===== src/rtl/extint_pkg.sv =====
package extint_pkg;

    typedef enum logic [1:0] {
        SENSE_LOW  = 2'b00,
        SENSE_ANY  = 2'b01,
        SENSE_FALL = 2'b10,
        SENSE_RISE = 2'b11
    } sense_e;

    typedef struct packed {
        logic   enable;
        sense_e mode;
    } cfg_t;

    localparam cfg_t CFG_RESET = '{enable: 1'b0, mode: SENSE_LOW};

    // event qualification between the current and previous pin samples
    function automatic logic sense_hit(sense_e mode, logic cur, logic prv);
        logic hit;
        unique case (mode)
            SENSE_LOW:  hit = ~cur;
            SENSE_ANY:  hit = cur ^ prv;
            SENSE_FALL: hit = prv & ~cur;
            SENSE_RISE: hit = cur & ~prv;
            default:    hit = 1'b0;
        endcase
        return hit;
    endfunction

endpackage


===== src/rtl/extint_cfg_regs.sv =====
module extint_cfg_regs
    import extint_pkg::*;
#(
    parameter int          ADDR_W    = 8,
    parameter logic [ADDR_W-1:0] EN_ADDR   = 8'h3D,
    parameter logic [ADDR_W-1:0] MODE_ADDR = 8'h69
) (
    input  logic              clk,
    input  logic              rst,
    input  logic [ADDR_W-1:0] addr,
    input  logic              we,
    input  logic              wr_en_bit,
    input  logic [1:0]        wr_mode,
    output cfg_t              cfg
);

    always_ff @(posedge clk) begin
        if (rst) begin
            cfg <= CFG_RESET;
        end else if (we) begin
            if (addr == EN_ADDR)   cfg.enable <= wr_en_bit;
            if (addr == MODE_ADDR) cfg.mode   <= sense_e'(wr_mode);
        end
    end

    // written enable value is visible next cycle
    assert_en_write_R2: assert property (@(posedge clk) disable iff (rst)
        (we && addr == EN_ADDR) |=> (cfg.enable == $past(wr_en_bit)));

endmodule


===== src/rtl/extint_edge_detect.sv =====
module extint_edge_detect
    import extint_pkg::*;
(
    input  logic   clk,
    input  logic   rst,
    input  logic   pin,
    input  sense_e mode,
    output logic   hit
);

    logic prev_q;

    always_ff @(posedge clk) begin
        if (rst) prev_q <= 1'b0;
        else     prev_q <= pin;
    end

    assign hit = sense_hit(mode, pin, prev_q);

    // a rising-mode hit only with the pin high
    assert_rise_level_R3: assert property (@(posedge clk) disable iff (rst)
        (mode == SENSE_RISE && hit) |-> pin);

    // a falling-mode hit only with the pin low
    assert_fall_level_R4: assert property (@(posedge clk) disable iff (rst)
        (mode == SENSE_FALL && hit) |-> !pin);

endmodule


===== src/rtl/extint_pending.sv =====
module extint_pending
    import extint_pkg::*;
(
    input  logic   clk,
    input  logic   rst,
    input  sense_e mode,
    input  logic   enable,
    input  logic   hit,
    input  logic   pin,
    input  logic   clr,
    output logic   pending
);

    logic level_mode;
    logic pend_d;

    assign level_mode = (mode == SENSE_LOW);

    always_comb begin
        pend_d = pending;
        if (level_mode) begin
            if (pin)         pend_d = 1'b0;
            else if (enable) pend_d = 1'b1;
        end else begin
            if (enable && hit) pend_d = 1'b1;
            else if (clr)      pend_d = 1'b0;
        end
    end

    always_ff @(posedge clk) begin
        if (rst) pending <= 1'b0;
        else     pending <= pend_d;
    end

    // sticky while the pin stays low
    assert_low_sticky_R6: assert property (@(posedge clk) disable iff (rst)
        (level_mode && pending && !pin) |=> pending);

    // released once the pin is high
    assert_low_release_R6: assert property (@(posedge clk) disable iff (rst)
        (level_mode && pin) |=> !pending);

    // nothing sets the bit with enable low
    assert_masked_hold_R7: assert property (@(posedge clk) disable iff (rst)
        (!pending && !enable) |=> !pending);

    // clear in change-driven modes when no event competes
    assert_edge_clear_R8: assert property (@(posedge clk) disable iff (rst)
        (!level_mode && clr && !(enable && hit)) |=> !pending);

    // set beats clear
    assert_set_wins_R10: assert property (@(posedge clk) disable iff (rst)
        (!level_mode && enable && hit) |=> pending);

endmodule


===== src/rtl/extint_sense.sv =====
module extint_sense
    import extint_pkg::*;
#(
    parameter int                ADDR_W    = 8,
    parameter int                DATA_W    = 8,
    parameter int                VEC_W     = 8,
    parameter logic [ADDR_W-1:0] PEND_ADDR = 8'h3C,
    parameter logic [ADDR_W-1:0] EN_ADDR   = 8'h3D,
    parameter logic [ADDR_W-1:0] MODE_ADDR = 8'h69,
    parameter logic [VEC_W-1:0]  VECTOR    = 8'd2
) (
    input  logic              clk,
    input  logic              rst,
    input  logic [ADDR_W-1:0] bus_addr,
    input  logic [DATA_W-1:0] bus_wdata,
    input  logic              bus_we,
    output logic [DATA_W-1:0] bus_rdata,
    input  logic              pin_sync,
    input  logic              irq_ack,
    output logic              irq_req,
    output logic [VEC_W-1:0]  irq_vec
);

    localparam int MODE_W = $bits(sense_e);

    cfg_t cfg;
    logic hit;
    logic pending;
    logic w1c;

    extint_cfg_regs #(
        .ADDR_W    (ADDR_W),
        .EN_ADDR   (EN_ADDR),
        .MODE_ADDR (MODE_ADDR)
    ) u_cfg (
        .clk       (clk),
        .rst       (rst),
        .addr      (bus_addr),
        .we        (bus_we),
        .wr_en_bit (bus_wdata[0]),
        .wr_mode   (bus_wdata[MODE_W-1:0]),
        .cfg       (cfg)
    );

    extint_edge_detect u_det (
        .clk  (clk),
        .rst  (rst),
        .pin  (pin_sync),
        .mode (cfg.mode),
        .hit  (hit)
    );

    assign w1c = bus_we && (bus_addr == PEND_ADDR) && bus_wdata[0];

    extint_pending u_pend (
        .clk     (clk),
        .rst     (rst),
        .mode    (cfg.mode),
        .enable  (cfg.enable),
        .hit     (hit),
        .pin     (pin_sync),
        .clr     (w1c | irq_ack),
        .pending (pending)
    );

    always_comb begin
        bus_rdata = '0;
        if (bus_addr == PEND_ADDR)      bus_rdata[0] = pending;
        else if (bus_addr == EN_ADDR)   bus_rdata[0] = cfg.enable;
        else if (bus_addr == MODE_ADDR) bus_rdata[MODE_W-1:0] = cfg.mode;
    end

    assign irq_req = pending & cfg.enable;
    assign irq_vec = VECTOR;

    // upper read bits stay zero
    assert_rd_upper_zero_R2: assert property (@(posedge clk) disable iff (rst)
        bus_rdata[DATA_W-1:MODE_W] == '0);

    // acknowledge clears in change-driven modes without a competing event
    assert_ack_clear_R9: assert property (@(posedge clk) disable iff (rst)
        (irq_ack && cfg.mode != SENSE_LOW && !(cfg.enable && hit)) |=> !irq_req);

endmodule


===== config.mk =====
export PLATFORM = sky130hd
export DESIGN_NAME = extint_sense
export DESIGN_NICKNAME = d
export VERILOG_FILES = /design/src/rtl/extint_pkg.sv /design/src/rtl/extint_cfg_regs.sv /design/src/rtl/extint_edge_detect.sv /design/src/rtl/extint_pending.sv /design/src/rtl/extint_sense.sv
export SDC_FILE = /design/constraint.sdc
export NUM_CORES = 1
export LEC_CHECK = 0
export ABC_AREA = 1
export BUFFER_PORTS_ARGS = -buffer_cell sky130_fd_sc_hd__buf_2
export CORE_MARGIN = 10
export CORE_UTILIZATION = 34
export CTS_CLUSTER_DIAMETER = 40
export DETAILED_ROUTE_END_ITERATION = 8
export PLACE_DENSITY = 0.8
export SYNTH_ARGS = -nofsm -noshare
export SYNTH_HDL_FRONTEND = slang
export SYNTH_SLANG_ARGS = --single-unit

===== constraint.sdc =====
create_clock -name clk -period 0.9 [get_ports clk]
set_input_delay 0.09 -clock clk [delete_from_list [all_inputs] [get_ports clk]]
set_output_delay 0.09 -clock clk [all_outputs]
set_load 0.05 [all_outputs]

==> results of run 1 <==
power groups by stage:
stage	Sequential [uW]	Clock [uW]	Combinational [uW]
finish	228	275	239
global route	228	287	257
CTS	228	283	232
detailed placement	230	0	226
global placement	230	0	223
floorplan	230	0	213
final timing paths:
| kind | startpoint | end | slack, ns | cells past startpoint |
|---|---|---|---|---|
| setup / recovery | u_cfg.cfg[0] | bus_rdata[0] | -0.18 | 3 |
| hold / removal | rst | u_det.prev_q | 0.04 | 2 |
| hold reg to reg | u_cfg.cfg[2] | u_cfg.cfg[2] | 0.60 | 3 |
| setup reg to reg | u_cfg.cfg[0] | u_pend.pending | -0.16 | 6 |
worst max-delay path, stage by stage (launching register included):
cell      delay, ns
dfxtp_2        0.33
inv_2          0.04
o211ai_1       0.15
buf_4          0.22
placed cells by master, fill, tap and decap left out, types with 2 or more instances in the layout:
cell type and instances:
inv_1 9, buf_4 15, conb_1 14, inv_2 3
nand2_2 4, nor2_1 8, nand4_1 2, dfxtp_2 5
buf_2 14, a21oi_1 3, clkbuf_4 3, nand3_1 3
nor2_2 2, buf_6 2, nand3_2 4, nand2_1 14
flip-flops by register name (all words and copies together) (netlist names):
register and flops:
u_det.prev_q 1, u_pend.pending 1, u_cfg.cfg 3
final cells by class:
| type | count | area (um^2) |
|---|---|---|
| timing repair buffer | 31 | 205.2 |
| fill | 150 | 590.6 |
| multi-input combinational | 62 | 357.8 |
| sequential | 5 | 106.4 |
| clock buffer | 4 | 26.28 |
| tap | 15 | 18.77 |
| inverter | 12 | 45.04 |
kinds of logic (layout without fill, tap and decap cells):
family / count (synthesis) / in the layout / share of synthesized area
AND/OR/NAND/NOR: 40 / 40 / 0.3793
buffers and inverters: 26 / 47 / 0.2956
AO/OA/AOI/OAI: 6 / 6 / 0.06404
flip-flops: 5 / 5 / 0.1971
adder cells (fa/ha/maj): 2 / 2 / 0.04925
other: 2 / 14 / 0.01478
metal layers:
layer / track usage / routed length, um
met1: 0.06731 / 463
met2: 0.1472 / 861
met3: 0.04506 / 197
met4: 0.07213 / 55
met5: 0 / 0
stage by stage:
stage | total power (uW) | cells
global placement | 453.3 | 122
detailed placement | 456.7 | 122
floorplan | 443.1 | 93
global route | 771.6 | 129
CTS | 742.9 | 129
finish | 742.3 | 129
what timing repair did:
action,CTS,global route
pin swaps,8,4
setup buffers,3,1
resized for setup,14,7
endpoints found under the setup margin,4,5
hold endpoints to repair,0,0
hold buffers,0,0
==> summary.md, run 1 <==
| Metric | Value |
|---|---|
| Hpwl dp | 1.179 mm |
| Overall routing resource usage | 0.08430 |
| Cells after Synth | 81 |
| P_sw | 295.1 uW |
| Buffers on Ports | 17 |
| First-pass GRT wire length | 2.290 mm |
| DP Worst Slack | -0.1654 ns |
| Switching part of the total | 0.3976 |
| Post-Syn Area | 508.0 um^2 |
| Via density | 4.419 |
| Tcrit/Tclk final | 1.198 |
| Worst setup margin | -0.1783 ns |
| Crit path DAT | 0.99 ns |
| Layout cells sized above 1 | 0.5088 |
| Remaining antenna violation count | 0 |
| CTS buffer count | 3 |
| Syn. warnings | 0 |
| LEAKAGE | 0.0003878 uW |
| Clk_skew | 0.003301 ns |
| H-tree depth | 1 |
| Vias in the first global route | 550 |
| Post-DP Area | 646.9 um^2 |
| GR Overflow Total | 0 |
| CTS tree | built |
| Final net count | 138 |
| Yosys top cell area share | 0.2069 |
| Initial drt markers | 2 |
| Post-Syn Area per Cell | 6.271 um^2 |
| Worst Setup Start Kind | flip-flop |
| Hold Slack | 0.04073 ns |
| # IOs | 38 |
| Initial Utilization | 0.3763 |
| Area leader, netlist | buf_4 |
| MaxCap Viol Count | 0 |
| CTS root buffer | clkbuf_4 |
| Crit-path max FO | 2 |
| Final setup violation count | 4 |
| Sequential fraction of the synthesis area | 0.1970 |
| Horizontal die dimension | 58.66 um |
| Prevailing post-synth register cell | dfxtp_1 |
| RSZ-0062 raised after global routing | true |
| PD cells | 977.4 nW/um^2 |
| WL/cell | 12.22 um |
| Synth Register Bits | 5 |
| CP required | 0.81 ns |
| Final core area utilization | 0.5626 |
| Sum of negative setup slack | -0.4602 ns |
| WL final | 1.577 mm |
| Hold Violations, Final | 0 |
| Outcome | finished, violations left |
| Clock network fraction of total power | 0.371 |
| Clock tree sinks | 5 |
| Internal power | 447.2 uW |
| Failing checks | setup timing |
| DRC Markers | 0 |
| Most frequent cells after synthesis | 16 x nand2_1, 14 x buf_4, 11 x inv_1 |
| Core region area | 1350 um^2 |
| Area grow syn2layout | 49.51% |
| Final Max Tran Viols | 0 |
| Synth cell types | 18 |
| Min Tclk post-route | 1.078 ns |
| Ys async rst share | 0 |
| Setup crit end kind | output port |
| Hold Crit Class | in -> reg |
| Dominant cell by count in the synthesized netlist | nand2_1 |
| Final Instance Area | 759.5 um^2 |
| Initial antenna violation count | 0 |
| Main area contributors after synthesis | buf_4 21%, dfxtp_1 20%, nand2_1 12% |
| Max IR drop VDD | 0.0005636 V |
| Vias | 570 |
| Critical path type | reg -> out |
| Clock transition at path regs | 0.05 ns |
| Drt first pass iters | 4 |
| Die height | 58.66 um |
| CTS max path bufs | 2 |
| Worst-skew pair later-pin latency | 0.25 ns |
| Total Die Area | 3440 um^2 |
| Largest net degree at the start of global routing | 6 |
| Post-synth EDFFs | 0 |
| Sequential share of power | 0.307 |
| Number of inserted diodes | 0 |
| Num rows | 13 |
| Combinational power share | 0.322 |
| GP Congestion | 0.8146 |
| Max Freq | 927.4 MHz |
(Power assumes the default switching activity.)
==> run 2: changes to the inputs <==
HOLD_SLACK_MARGIN = 0.08   (was not set)
==> summary.md, run 2 (synthesis gave the netlist of run 1 again) <==
| Metric | Value |
|---|---|
| Final Max Tran Viols | 0 (unchanged) |
| Buffers on Ports | 17 (unchanged) |
| Remaining antenna violation count | 0 (unchanged) |
| P_sw | 296.0 uW (was 295.1 uW) |
| Num rows | 13 (unchanged) |
| Sequential share of power | 0.305 (was 0.307) |
| Hold Violations, Final | 0 (unchanged) |
| WL final | 1.595 mm (was 1.577 mm) |
| Final Instance Area | 779.5 um^2 (was 759.5 um^2) |
| Clock transition at path regs | 0.05 ns (about the same) |
| Outcome | finished, violations left (unchanged) |
| Drt first pass iters | 4 (unchanged) |
| Worst setup margin | -0.1782 ns (was -0.1783 ns) |
| Commonest non-fill, non-tap cell in the layout | buf_4 (unchanged) |
| Post-DP Area | 646.9 um^2 (unchanged) |
| PD cells | 960.7 nW/um^2 (was 977.4 nW/um^2) |
| Hpwl dp | 1.179 mm (unchanged) |
| Total Die Area | 3440 um^2 (unchanged) |
| Setup crit end kind | output port (unchanged) |
| Combinational power share | 0.328 (was 0.322) |
| # IOs | 38 (unchanged) |
| H-tree depth | 1 (unchanged) |
| Layout cells sized above 1 | 0.5000 (was 0.5088) |
| First-pass GRT wire length | 2.339 mm (was 2.290 mm) |
| CP required | 0.81 ns (about the same) |
| Crit path largest cell delay | 0.33 ns (about the same) |
| Worst Path Buf+Inv | 2 (unchanged) |
| CTS root buffer | clkbuf_4 (unchanged) |
| CTS tree | built (unchanged) |
| GP Congestion | 0.8146 (unchanged) |
| Initial antenna violation count | 0 (unchanged) |
| Worst Setup Start Kind | flip-flop (unchanged) |
| Most frequent cells in the layout | 15 x buf_4, 14 x nand2_1, 14 x conb_1, 14 x buf_2, 9 x inv_1 (unchanged) |
| Largest net degree at the start of global routing | 6 (unchanged) |
| Top delay family on crit path | flip-flops (unchanged) |
| Crit path cell chain | inv_2, o211ai_1, buf_4 (unchanged) |
| Core region area | 1350 um^2 (unchanged) |
| Max Freq | 927.4 MHz (about the same) |
| Initial Utilization | 0.3763 (unchanged) |
| Via density | 4.412 (was 4.419) |
| Vias in the first global route | 561 (was 550) |
| Final net count | 140 (was 138) |
| Clock tree sinks | 5 (unchanged) |
| Die height | 58.66 um (unchanged) |
| MaxCap Viol Count | 0 (unchanged) |
| CP max-delay cell | dfxtp_2 (unchanged) |
| Critical path type | reg -> out (unchanged) |
| Sum of negative setup slack | -0.4604 ns (was -0.4602 ns) |
| WL/cell | 12.18 um (was 12.22 um) |
| Top reg by flops | u_cfg.cfg (unchanged) |
| Min Tclk post-route | 1.078 ns (about the same) |
| Failing checks | setup timing (unchanged) |
| Tcrit/Tclk final | 1.198 (about the same) |
| Initial drt markers | 2 (unchanged) |
| Area grow syn2layout | 53.45% (was 49.51%) |
| Worst-skew pair later-pin latency | 0.25 ns (about the same) |
| DRC Markers | 0 (unchanged) |
| Vias | 578 (was 570) |
| Top flop regs | u_cfg.cfg: 3 flops, u_det.prev_q: 1 flops, u_pend.pending: 1 flops (unchanged) |
| Final setup violation count | 4 (unchanged) |
| LEAKAGE | 0.0003961 uW (was 0.0003878 uW) |
| Max IR drop VDD | 0.0005802 V (was 0.0005636 V) |
| Internal power | 452.8 uW (was 447.2 uW) |
| CTS buffer count | 3 (unchanged) |
| Overall routing resource usage | 0.08602 (was 0.08430) |
| RSZ-0062 raised after global routing | true (unchanged) |
| Crit path DAT | 0.99 ns (about the same) |
| Number of flip-flops in the largest register | 3 (unchanged) |
| Horizontal die dimension | 58.66 um (unchanged) |
| GR Overflow Total | 0 (unchanged) |
| Crit-path max FO | 2 (unchanged) |
| Hold Crit Class | in -> reg (unchanged) |
| Number of inserted diodes | 0 (unchanged) |
| Clock network fraction of total power | 0.367 (was 0.371) |
| CTS max path bufs | 2 (unchanged) |
| Switching part of the total | 0.3953 (was 0.3976) |
| Clk_skew | 0.003285 ns (was 0.003301 ns) |
==> run 2: changes by cell type in the layout (fill, tap and decap cells not counted) <==
cell	previous run	this run
dlygate4sd3_1	0	2
==> run 2: layout make-up <==
| cell class | instances | area (um^2) |
|---|---|---|
| fill | 148 | 570.5 |
| multi-input combinational | 62 | 357.8 |
| timing repair buffer | 33 | 225.2 |
| sequential | 5 | 106.4 |
| inverter | 12 | 45.04 |
| clock buffer | 4 | 26.28 |
| tap | 15 | 18.77 |
==> run 2: what timing repair did <==
action / CTS / global route
endpoints found under the setup margin: 4 / 5
pin swaps: 8 / 4
resized for setup: 14 / 7
hold endpoints to repair: 4 / 0
setup buffers: 3 / 1
hold buffers: 2 / 0
==> run 2: path summary, 6_finish.rpt <==
| check | depth (start not counted) | to | start | slack [ns] |
|---|---|---|---|---|
| worst min-delay path | 4 | u_pend.pending | irq_ack | 0.11 |
| worst max-delay path | 3 | bus_rdata[0] | u_cfg.cfg[0] | -0.18 |
| worst min register to register | 3 | u_cfg.cfg[2] | u_cfg.cfg[2] | 0.60 |
| worst max register to register | 6 | u_pend.pending | u_cfg.cfg[0] | -0.16 |
==> run 2: power groups by stage <==
| stage | sequential (uW) | clock (uW) | combinational [uW] |
|---|---|---|---|
| after detailed placement | 230 | 0 | 226 |
| final | 228 | 275 | 246 |
| after floorplan | 230 | 0 | 213 |
| after global placement | 230 | 0 | 223 |
| after global routing | 228 | 287 | 264 |
| after CTS | 228 | 283 | 239 |
==> run 2: metal layers <==
layer | part of all wire | GRT usage | vias to the layer above
met2 | 0.55 | 0.1533 | 27
li1 | - | - | 290
met3 | 0.13 | 0.04936 | 6
met1 | 0.28 | 0.06490 | 255
met4 | 0.034 | 0.07213 | 0
met5 | 0 | 0 | -
==> run 2: tightest hold or removal path, cell delays in order <==
cell	delay [ns]
buf_2	0.08
nor2_1	0.03
nand2_1	0.07
a21oi_1	0.06
==> run 2: per-stage QoR <==
stage	power [uW]	setup WS, ns	hold slack [ns]	std cells	utilization
global placement	453.3	-0.1278	0.3042	122	0.4791
detailed placement	456.7	-0.1654	0.3108	122	0.4791
finish	748.8	-0.1782	0.1147	131	0.5774
floorplan	443.1	-0.3857	0.1517	93	-
CTS	749.6	-0.1896	0.1007	131	0.5635
global route	778.8	-0.2127	0.1503	131	0.5774
==> run 3: changes to the inputs <==
==> constraint.sdc (replaced) <==
create_clock -name clk -period 0.9 [get_ports clk]
set_input_delay 0.135 -clock clk [delete_from_list [all_inputs] [get_ports clk]]
set_output_delay 0.135 -clock clk [all_outputs]
set_load 0.05 [all_outputs]
==> summary.md, run 3 (synthesis gave the netlist of run 1 again) <==
| Metric | Value |
|---|---|
| Outcome | finished, violations left (unchanged) |
| Failing checks | setup timing (unchanged) |
| Final Instance Area | 754.5 um^2 (was 779.5 um^2) |
| Critical path depth | 3 (unchanged) |
| FF-to-FF Start | u_det.prev_q (was u_cfg.cfg[0]) |
| CP required | 0.76 ns (was 0.81 ns) |
| CTS root buffer | clkbuf_4 (unchanged) |
| Clock transition at path regs | 0.05 ns (about the same) |
| Area grow syn2layout | 48.52% (was 53.45%) |
| Max Freq | 889.9 MHz (was 927.4 MHz) |
| CTS tree | built (unchanged) |
| Worst-skew pair later-pin latency | 0.25 ns (about the same) |
| Remaining antenna violation count | 0 (unchanged) |
| Top flop regs | u_cfg.cfg: 3 flops, u_det.prev_q: 1 flops, u_pend.pending: 1 flops (unchanged) |
| Area of the multi-input gates | 352.8 um^2 (was 357.8 um^2) |
| CP endpoint | bus_rdata[0] (unchanged) |
| Critical path type | reg -> out (unchanged) |
| R2R Path End | u_pend.pending (unchanged) |
| Worst Setup Start Kind | flip-flop (unchanged) |
| Reg area | 106.4 um^2 (unchanged) |
| Final net count | 138 (was 140) |
| Crit path largest cell delay | 0.33 ns (about the same) |
| CP max-delay cell | dfxtp_2 (unchanged) |
| Die height | 58.66 um (unchanged) |
| Placed Cells | 121 (was 122) |
| Initial antenna violation count | 0 (unchanged) |
| # IOs | 38 (unchanged) |
| Max IR drop VDD | 0.0007344 V (was 0.0005802 V) |
| Crit-path max FO | 2 (unchanged) |
| Initial drt markers | 5 (was 2) |
| Setup crit end kind | output port (unchanged) |
| Hpwl dp | 1.171 mm (was 1.179 mm) |
| First-pass GRT wire length | 2.449 mm (was 2.339 mm) |
| Number of flip-flops in the largest register | 3 (unchanged) |
| PD cells | 979.7 nW/um^2 (was 960.7 nW/um^2) |
| RSZ-0062 raised after global routing | true (unchanged) |
| GR Overflow Total | 0 (unchanged) |
| Post-DP Area | 638.1 um^2 (was 646.9 um^2) |
| Drt first pass iters | 4 (unchanged) |
| Tcrit/Tclk final | 1.249 (was 1.198) |
| Commonest non-fill, non-tap cell in the layout | buf_4 (unchanged) |
| Min Tclk post-route | 1.124 ns (was 1.078 ns) |
| Buffers on Ports | 17 (unchanged) |
| Initial Utilization | 0.3763 (unchanged) |
| H-tree depth | 1 (unchanged) |
| Via density | 4.465 (was 4.412) |
| Core region area | 1350 um^2 (unchanged) |
| Vias | 576 (was 578) |
| Overall routing resource usage | 0.08559 (was 0.08602) |
| Number of inserted diodes | 0 (unchanged) |
| Sum of negative setup slack | -0.5538 ns (was -0.4604 ns) |
| Hold Crit Class | in -> reg (unchanged) |
| Worst reg2reg setup slack | -0.14 ns (was -0.16 ns) |
| Fill count | 134 (was 148) |
| Top delay family on crit path | flip-flops (unchanged) |
| Reg2reg path depth | 6 (unchanged) |
| Start point of the critical path | u_cfg.cfg[0] (unchanged) |
| Worst setup margin | -0.2238 ns (was -0.1782 ns) |
| Most frequent cells in the layout | 15 x buf_4, 14 x nand2_1, 14 x conb_1, 14 x buf_2, 9 x nor2_1 (was 15 x buf_4, 14 x nand2_1, 14 x conb_1, 14 x buf_2, 9 x inv_1) |
| Vias in the first global route | 642 (was 561) |
| Crit path cell chain | inv_2, o211ai_1, buf_4 (unchanged) |
| Horizontal die dimension | 58.66 um (unchanged) |
| WL/cell | 11.30 um (was 12.18 um) |
| Final Max Tran Viols | 0 (unchanged) |
| Pwr Total | 739.1 uW (was 748.8 uW) |
| DRC Markers | 0 (unchanged) |
| Hold Violations, Final | 0 (unchanged) |
| MaxCap Viol Count | 0 (unchanged) |
| Top reg by flops | u_cfg.cfg (unchanged) |
| Num rows | 13 (unchanged) |
| Layout cells sized above 1 | 0.5000 (unchanged) |
| WL final | 1.458 mm (was 1.595 mm) |
| Crit path DAT | 0.99 ns (about the same) |
| CTS buffer count | 3 (unchanged) |
| Final core area utilization | 0.5589 (was 0.5774) |
| Clk_skew | 0.00005618 ns (was 0.003285 ns) |
| Final Instance Count excl. Fillers | 129 (was 131) |
| Largest net degree at the start of global routing | 6 (unchanged) |
| LEAKAGE | 0.0003881 uW (was 0.0003961 uW) |
| GP Congestion | 0.8226 (was 0.8146) |
| Total Die Area | 3440 um^2 (unchanged) |
| CTS max path bufs | 2 (unchanged) |
| Final setup violation count | 4 (unchanged) |
| Worst Path Buf+Inv | 2 (unchanged) |
| Clock tree sinks | 5 (unchanged) |
==> run 3: area by class of cell <==
type,instances,area share
Timing Repair Buffer,31,0.2720
Multi-Input combinational cell,62,0.4677
Tap cell,15,0.02488
Clock buffer,4,0.03483
Inverter,12,0.05970
Sequential cell,5,0.1410
==> run 3: per-layer routing <==
| metal | vias to the layer above | part of all wire | GRT usage |
|---|---|---|---|
| li1 | 288 | - | - |
| met1 | 261 | 0.31 | 0.06971 |
| met2 | 25 | 0.53 | 0.1593 |
| met3 | 2 | 0.15 | 0.04506 |
| met4 | 0 | 0.013 | 0.04918 |
| met5 | - | 0 | 0 |
==> run 3: worst register-to-register path, delay by kind of cell, from the launching register on <==
kind	cells	cell delay [ns]
flops	1	0.33
simple gates	2	0.13
buf+inv	1	0.04
compound gates	2	0.18
fa+ha+maj	1	0.26
==> run 3: how the worst min path moves through the flow <==
stage / from / end / slack, ns / cells after the start
6_report: rst / u_det.prev_q / 0.09 / 2
5_1_grt: rst / u_cfg.cfg[2] / 0.1 / 2
4_1_cts: rst / u_cfg.cfg[2] / 0.08 / 2
3_5_place_dp: rst / u_det.prev_q / 0.35 / 2
3_3_place_gp: rst / u_cfg.cfg[2] / 0.34 / 2
2_1_floorplan: rst / u_cfg.cfg[0] / 0.20 / 1
==> run 3: where the power goes <==
part | internal (uW) | total [uW] | switching, uW | leakage, uW
clock network | 168 | 272 | 104 | 0.0000150
registers | 225 | 228 | 2.79 | 0.0000429
logic | 53.6 | 239 | 185 | 0.000330
==> run 3: per-stage QoR <==
| step | hold WS, ns | setup slack [ns] |
|---|---|---|
| after floorplan | 0.2041 | -0.4757 |
| after global placement | 0.3450 | -0.2059 |
| after detailed placement | 0.3512 | -0.2517 |
| after CTS | 0.08438 | -0.2512 |
| after global routing | 0.09728 | -0.2613 |
| final | 0.08976 | -0.2238 |
==> run 3: repair_timing <==
action | CTS | global route
resized for setup | 13 | 9
buffers inserted | 4 | 1
endpoints found under the setup margin | 4 | 4
endpoints found under the hold margin | 0 | 0
hold buffers | 0 | 0
pin swaps | 3 | 10
